===== src/rtl/irq_seq_pkg.sv =====
// Package: shared codes and types for the interrupt entry sequencer.
// Assumes: a 2-bit acknowledge code, a 32-bit address space.
package irq_seq_pkg;

    localparam int ADDR_W   = 32;
    localparam int REG_IDX_W = 5;
    localparam int LINK_REG = 14;

    // Codes on the acknowledge port
    typedef enum logic [1:0] {
        ACK_IDLE   = 2'b00,
        ACK_ENTER  = 2'b01,
        ACK_RETURN = 2'b10,
        ACK_ENABLE = 2'b11
    } ack_code_e;

    // Status bits owned by the sequencer
    typedef struct packed {
        logic ie;
        logic um;
        logic ums;
        logic vm;
        logic vms;
    } irq_status_t;

endpackage


===== src/rtl/irq_event_arb.sv =====
// Module: irq_event_arb
// Decides which of entry, return or status write takes effect in a cycle,
// and which acknowledge code that event produces.
// Assumes: entry outranks return and status write; the others are squashed.
module irq_event_arb
    import irq_seq_pkg::*;
(
    input  logic      irq_req,
    input  logic      at_boundary,
    input  logic      ie_cur,
    input  logic      rti_exec,
    input  logic      msr_wr_en,
    input  logic      msr_wr_ie,
    output logic      take,
    output logic      do_rti,
    output logic      do_wr,
    output ack_code_e ack_code
);

    logic ie_rise;

    // Qualify the request and rank the events
    always_comb begin
        take    = irq_req && ie_cur && at_boundary;
        do_rti  = rti_exec && !take;
        do_wr   = msr_wr_en && !take && !rti_exec;
        ie_rise = do_wr && msr_wr_ie && !ie_cur;
    end

    // Pick the acknowledge code for the winning event
    always_comb begin
        if (take)         ack_code = ACK_ENTER;
        else if (do_rti)  ack_code = ACK_RETURN;
        else if (ie_rise) ack_code = ACK_ENABLE;
        else              ack_code = ACK_IDLE;
    end

endmodule


===== src/rtl/irq_status_reg.sv =====
// Module: irq_status_reg
// Holds interrupt-enable, user/virtual mode bits and their saved copies.
// Assumes: at most one of take/do_rti/do_wr is high (arbiter guarantees).
module irq_status_reg
    import irq_seq_pkg::*;
(
    input  logic        clk,
    input  logic        rst_n,
    input  logic        take,
    input  logic        do_rti,
    input  logic        do_wr,
    input  logic        wr_ie,
    input  logic        wr_um,
    input  logic        wr_vm,
    output irq_status_t st
);

    irq_status_t st_q;

    // Update status on entry, return or software write
    always_ff @(posedge clk) begin
        if (!rst_n) begin
            st_q <= '0;
        end else if (take) begin
            st_q.ie  <= 1'b0;
            st_q.ums <= st_q.um;
            st_q.um  <= 1'b0;
            st_q.vms <= st_q.vm;
            st_q.vm  <= 1'b0;
        end else if (do_rti) begin
            st_q.ie <= 1'b1;
            st_q.um <= st_q.ums;
            st_q.vm <= st_q.vms;
        end else if (do_wr) begin
            st_q.ie <= wr_ie;
            st_q.um <= wr_um;
            st_q.vm <= wr_vm;
        end
    end

    assign st = st_q;

    // entry saves and clears the mode bits
    p_entry_save_r5: assert property (@(posedge clk) disable iff (!rst_n)
        take |=> (!st_q.ie && !st_q.um && !st_q.vm
                  && st_q.ums == $past(st_q.um) && st_q.vms == $past(st_q.vm)));

    // return restores the saved copies
    p_rti_restore_r8: assert property (@(posedge clk) disable iff (!rst_n)
        do_rti |=> (st_q.ie && st_q.um == $past(st_q.ums)
                    && st_q.vm == $past(st_q.vms)));

endmodule


===== src/rtl/irq_vector_gen.sv =====
// Module: irq_vector_gen
// Forms the handler address and return address for an accepted interrupt.
// Assumes: FAST_MODE is fixed at elaboration; the return address is the PC
// of the instruction that would have issued.
module irq_vector_gen #(
    parameter int               ADDR_W    = 32,
    parameter bit               FAST_MODE = 1'b0,
    parameter logic [ADDR_W-1:0] VEC_BASE = '0
) (
    input  logic [ADDR_W-1:0] cur_pc,
    input  logic [ADDR_W-1:0] ctl_addr,
    output logic [ADDR_W-1:0] target,
    output logic [ADDR_W-1:0] ret_addr
);

    localparam logic [ADDR_W-1:0] ENTRY_OFS   = ADDR_W'(16);
    localparam logic [ADDR_W-1:0] FIXED_ENTRY = VEC_BASE + ENTRY_OFS;

    // Select the target source by variant
    generate
        if (FAST_MODE) begin : g_fast
            assign target = ctl_addr;
        end else begin : g_fixed
            assign target = FIXED_ENTRY;
        end
    endgenerate

    assign ret_addr = cur_pc;

endmodule


===== src/rtl/irq_ack_gen.sv =====
// Module: irq_ack_gen
// Registers the acknowledge code so each event shows for exactly one cycle.
// Assumes: the code arrives combinationally in the event cycle.
module irq_ack_gen
    import irq_seq_pkg::*;
(
    input  logic      clk,
    input  logic      rst_n,
    input  ack_code_e code_in,
    output logic [1:0] ack
);

    ack_code_e ack_q;

    // Capture one code per cycle; idle when no event
    always_ff @(posedge clk) begin
        if (!rst_n) ack_q <= ACK_IDLE;
        else        ack_q <= code_in;
    end

    assign ack = ack_q;

    // a code with no new event behind it falls back to idle
    p_ack_one_cycle_r10: assert property (@(posedge clk) disable iff (!rst_n)
        (ack_q != ACK_IDLE && code_in == ACK_IDLE) |=> ack_q == ACK_IDLE);

endmodule


===== src/rtl/irq_entry_seq.sv =====
// Module: irq_entry_seq (top)
// Interrupt entry, return and acknowledge sequencing for a 32-bit core.
// Assumes: at_boundary_i is only high when no multi-cycle operation
// (e.g. divide) is in flight; the pipeline honours redirect in-cycle.
module irq_entry_seq
    import irq_seq_pkg::*;
#(
    parameter bit          FAST_MODE = 1'b0,
    parameter logic [31:0] VEC_BASE  = 32'h0000_0000
) (
    input  logic        clk,
    input  logic        rst_n,
    input  logic        irq_req_i,
    input  logic [31:0] ctl_vec_addr_i,
    input  logic        at_boundary_i,
    input  logic [31:0] cur_pc_i,
    input  logic        rti_exec_i,
    input  logic        msr_wr_en_i,
    input  logic        msr_wr_ie_i,
    input  logic        msr_wr_um_i,
    input  logic        msr_wr_vm_i,
    output logic        redirect_valid_o,
    output logic [31:0] redirect_pc_o,
    output logic        link_we_o,
    output logic [4:0]  link_idx_o,
    output logic [31:0] link_data_o,
    output logic        resv_clr_o,
    output logic [1:0]  irq_ack_o,
    output logic        ie_o,
    output logic        um_o,
    output logic        ums_o,
    output logic        vm_o,
    output logic        vms_o
);

    logic        take, do_rti, do_wr;
    ack_code_e   ack_code;
    irq_status_t st;
    logic [31:0] target, ret_addr;

    irq_event_arb u_arb (
        .irq_req     (irq_req_i),
        .at_boundary (at_boundary_i),
        .ie_cur      (st.ie),
        .rti_exec    (rti_exec_i),
        .msr_wr_en   (msr_wr_en_i),
        .msr_wr_ie   (msr_wr_ie_i),
        .take        (take),
        .do_rti      (do_rti),
        .do_wr       (do_wr),
        .ack_code    (ack_code)
    );

    irq_status_reg u_status (
        .clk    (clk),
        .rst_n  (rst_n),
        .take   (take),
        .do_rti (do_rti),
        .do_wr  (do_wr),
        .wr_ie  (msr_wr_ie_i),
        .wr_um  (msr_wr_um_i),
        .wr_vm  (msr_wr_vm_i),
        .st     (st)
    );

    irq_vector_gen #(
        .ADDR_W    (ADDR_W),
        .FAST_MODE (FAST_MODE),
        .VEC_BASE  (VEC_BASE)
    ) u_vec (
        .cur_pc   (cur_pc_i),
        .ctl_addr (ctl_vec_addr_i),
        .target   (target),
        .ret_addr (ret_addr)
    );

    irq_ack_gen u_ack (
        .clk     (clk),
        .rst_n   (rst_n),
        .code_in (ack_code),
        .ack     (irq_ack_o)
    );

    // Drive the pipeline side effects of an accepted interrupt
    always_comb begin
        redirect_valid_o = take;
        redirect_pc_o    = target;
        link_we_o        = take;
        link_idx_o       = REG_IDX_W'(LINK_REG);
        link_data_o      = ret_addr;
        resv_clr_o       = take;
    end

    assign ie_o  = st.ie;
    assign um_o  = st.um;
    assign ums_o = st.ums;
    assign vm_o  = st.vm;
    assign vms_o = st.vms;

    // acceptance needs request, enable and boundary
    p_take_qualified_r2: assert property (@(posedge clk) disable iff (!rst_n)
        redirect_valid_o |-> (irq_req_i && ie_o && at_boundary_i));

    // acceptance is reported as entry on the next cycle
    p_entry_ack_r7: assert property (@(posedge clk) disable iff (!rst_n)
        redirect_valid_o |=> irq_ack_o == 2'b01);

    // a return alone is reported as return, never as enable
    p_rti_ack_r8: assert property (@(posedge clk) disable iff (!rst_n)
        (rti_exec_i && !redirect_valid_o) |=> irq_ack_o == 2'b10);

    // the enable code only follows a 0-to-1 change of the enable bit
    p_enable_ack_r9: assert property (@(posedge clk) disable iff (!rst_n)
        (irq_ack_o == 2'b11) |-> (ie_o && !$past(ie_o)));

endmodule


===== config.mk =====
export PLATFORM = sky130hd
export DESIGN_NAME = irq_entry_seq
export DESIGN_NICKNAME = d
export VERILOG_FILES = /design/src/rtl/irq_seq_pkg.sv /design/src/rtl/irq_event_arb.sv /design/src/rtl/irq_status_reg.sv /design/src/rtl/irq_vector_gen.sv /design/src/rtl/irq_ack_gen.sv /design/src/rtl/irq_entry_seq.sv
export SDC_FILE = /design/constraint.sdc
export NUM_CORES = 1
export LEC_CHECK = 0
export BUFFER_PORTS_ARGS = -buffer_cell sky130_fd_sc_hd__buf_2
export CORE_AREA = 2 2 59 61
export DETAILED_ROUTE_END_ITERATION = 8
export DIE_AREA = 0 0 61 63
export PLACE_DENSITY = 0.84
export SLEW_MARGIN = 30
export SYNTH_ARGS = -nofsm -noshare
export SYNTH_HDL_FRONTEND = slang
export SYNTH_SLANG_ARGS = --single-unit

===== constraint.sdc =====
create_clock -name clk -period 2.7 [get_ports clk]
set_input_delay 0.27 -clock clk [delete_from_list [all_inputs] [get_ports clk]]
set_output_delay 0.27 -clock clk [all_outputs]
set_load 0.02 [all_outputs]

==> impl_metrics.toml <==
[synthesis]
syn-instance-count = 101
async_reset_ff_share_pct = 0
synth.ff_latch_count = 7
avgSynthCellArea_um2 = 8.35
synth_top_cells_by_area = "sky130_fd_sc_hd__buf_4 (63%), sky130_fd_sc_hd__dfxtp_1 (17%), sky130_fd_sc_hd__mux2_1 (2.7%)"
synth.yosys.seq_area_share_pct = 16.6
synth_most_common_cell = "sky130_fd_sc_hd__buf_4"
yosys.cell_types.count = 16
yosysWarningCount = 0
yosys.area.top_type_share_pct = 63.2
synth_top_flop_cell = "sky130_fd_sc_hd__dfxtp_1"
synth.largest_area_cell = "sky130_fd_sc_hd__buf_4"
synth_edf_count = 0
netlist_area_before_placement_um2 = 843
synthTopCellsByCount = "sky130_fd_sc_hd__buf_4 (71), sky130_fd_sc_hd__dfxtp_1 (7), sky130_fd_sc_hd__nand2_1 (4)"

[sta]
number_of_hold_violations_in_the_final_report = 0
final.period_utilization_pct = 58.5
clock.fmax_ghz = 0.633
report.final.slew_viol_count = 0
timing.final.setup_violations = 0
final.setup_skew_ps = 0.752
final.setup.tns_ps = 0
rsz0062_at_grt = "false"
final_period_minus_worst_setup_slack_ps = 1580

[floorplanning]
std_cell_rows = 21
fp.dieArea_um2 = 3840
io-pin-count = 152
core_um2 = 3230
floorplan.die.height_um = 63
chipWidth_um = 61
starting_utilization_of_the_core_area_pct = 26.1

[setup_path]
max_fo_critical_path = 6
worst-endpoint-required_ps = 2430
worst-endpoint-arrival_ps = 1310
timing.setup.critical_path_class = "register to output pin"
start_kind = "register"
critical_path_capture_point_type = "output pin"

[clocking]
worst_setup_hold_path_clk_slew_ps = 50
cts_buffers = 3
cts_hold_buffers = 0
tritoncts_clock_tree = "done"
clock_insertion_delay_worst_skew_ps = 250
post_cts_resize_count = 0
ctsLongestPathBuffers = 2
cts.sinks = 7
htree_num_levels = 1
cts-root-buf = "sky130_fd_sc_hd__clkbuf_4"
post_cts_repair_setup_buffers = 0

[final_layout]
finish.instance_area_um2 = 612
area_added_between_synthesis_and_finish_pct = -27.4
antenna_cells_inserted = 0
final_layout_size_suffix_gt1_share_pct = 25.6
final_net_count = 160

[global_routing]
grt_start_max_net_pins = 10
grt_pass1_wl_mm = 1.65
grt_ovf = 0
antenna_found_initial = 0
vias_in_the_first_global_route = 368
groute.usage.overall_pct = 5.68

[flow_run]
max-cap-violations = 0

[detailed_routing]
drtIter0Drc = 3
count_of_unresolved_drc_violations_after_routing = 0
detail_route.first_pass.iterations = 2
via_count = 424
ant_nets = 0
drt_wl_total_mm = 1.12
ratio_of_routed_vias_to_standard_cells = 3.21
wl_per_cell_um = 8.45

[worst_hold_path]
holdCritPathClass = "primary input to register"

[placement]
post_dp_cell_area_um2 = 586
hpwl_um = 943
gp_congestion = 0.640
numPortBuffers = 18

[pwr]
p_per_area_nw_per_um2 = 477
worst_ir_drop_vdd_uv = 174
leakagePower_uw = 0.000356

[status]
status = "finished, final reports clean"
[critical path, stage by stage, from the launching register on]
cell and delay, ps:
sky130_fd_sc_hd__dfxtp_1 380, sky130_fd_sc_hd__nand3_1 190, sky130_fd_sc_hd__inv_1 260, sky130_fd_sc_hd__buf_2 220
[metrics by stage]
step / util, % / hold slack [ps] / power [uW] / setup WS, ps / instances
global route: 18.9 / 338 / 310 / 976 / 132
floorplan: - / 426 / 293 / 1300 / 136
detailed placement: 18.1 / 469 / 198 / 1370 / 128
CTS: 18.9 / 327 / 295 / 1080 / 132
finish: 18.9 / 333 / 292 / 1120 / 132
global placement: 18.1 / 461 / 197 / 1400 / 128
[cell type report]
| class | count | area (um2) |
|---|---|---|
| repair buffers | 18 | 90.1 |
| inverters | 1 | 3.75 |
| multi-input cells | 56 | 294 |
| fillers | 373 | 2620 |
| flip-flops and latches | 7 | 140 |
| clock buffers | 4 | 26.3 |
| well taps | 46 | 57.6 |
[cells in the final DEF, fill, tap and decap left out, types with 2 or more instances in the layout]
cell,netlist,layout
sky130_fd_sc_hd__o2111a_1,2,2
sky130_fd_sc_hd__mux2_1,2,2
sky130_fd_sc_hd__mux2i_1,2,2
sky130_fd_sc_hd__conb_1,2,37
sky130_fd_sc_hd__buf_2,0,18
sky130_fd_sc_hd__nand2_1,4,4
sky130_fd_sc_hd__nand2b_1,2,2
sky130_fd_sc_hd__o211a_1,2,2
sky130_fd_sc_hd__dfxtp_1,7,7
sky130_fd_sc_hd__clkbuf_4,0,3
[power by group]
part | internal [uW] | total (uW) | switching (uW)
Combinational | 17.2 | 84.0 | 66.9
Clock | 56.4 | 95.9 | 39.4
Sequential | 109 | 112 | 3.15
[flip-flops by register name, indices dropped and copies added, names as in the netlist]
name         count
u_status.st      5
u_ack.ack        2
[path summary, 6_finish.rpt]
check	start	to	slack, ps	depth (start not counted)
setup / recovery	u_status.st[4]	link_we_o	1120	3
hold / removal	rst_n	u_ack.ack[0]	330	2
setup reg to reg	u_status.st[4]	u_status.st[2]	1590	3
hold reg to reg	u_status.st[1]	u_status.st[0]	470	2
[per-layer routing]
metal  part of all wire, %  track usage [%]  up-vias
met4                   8.2             7.07        0
met1                    31             5.34      179
li1                      -                -      181
met2                    46             8.20       48
met5                     0                0        -
met3                    15             2.07       16
[kinds of logic (layout without fill, tap and decap cells)]
group	count (synthesis)	after routing	share of synthesized area (%)
AO/OA/AOI/OAI	5	5	5.93
buffers and inverters	73	23	64.1
flip-flops	7	7	16.6
multiplexers	5	5	6.38
other	2	37	0.891
AND/OR/NAND/NOR	9	9	6.08
Power figures use the tool's default switching activity.
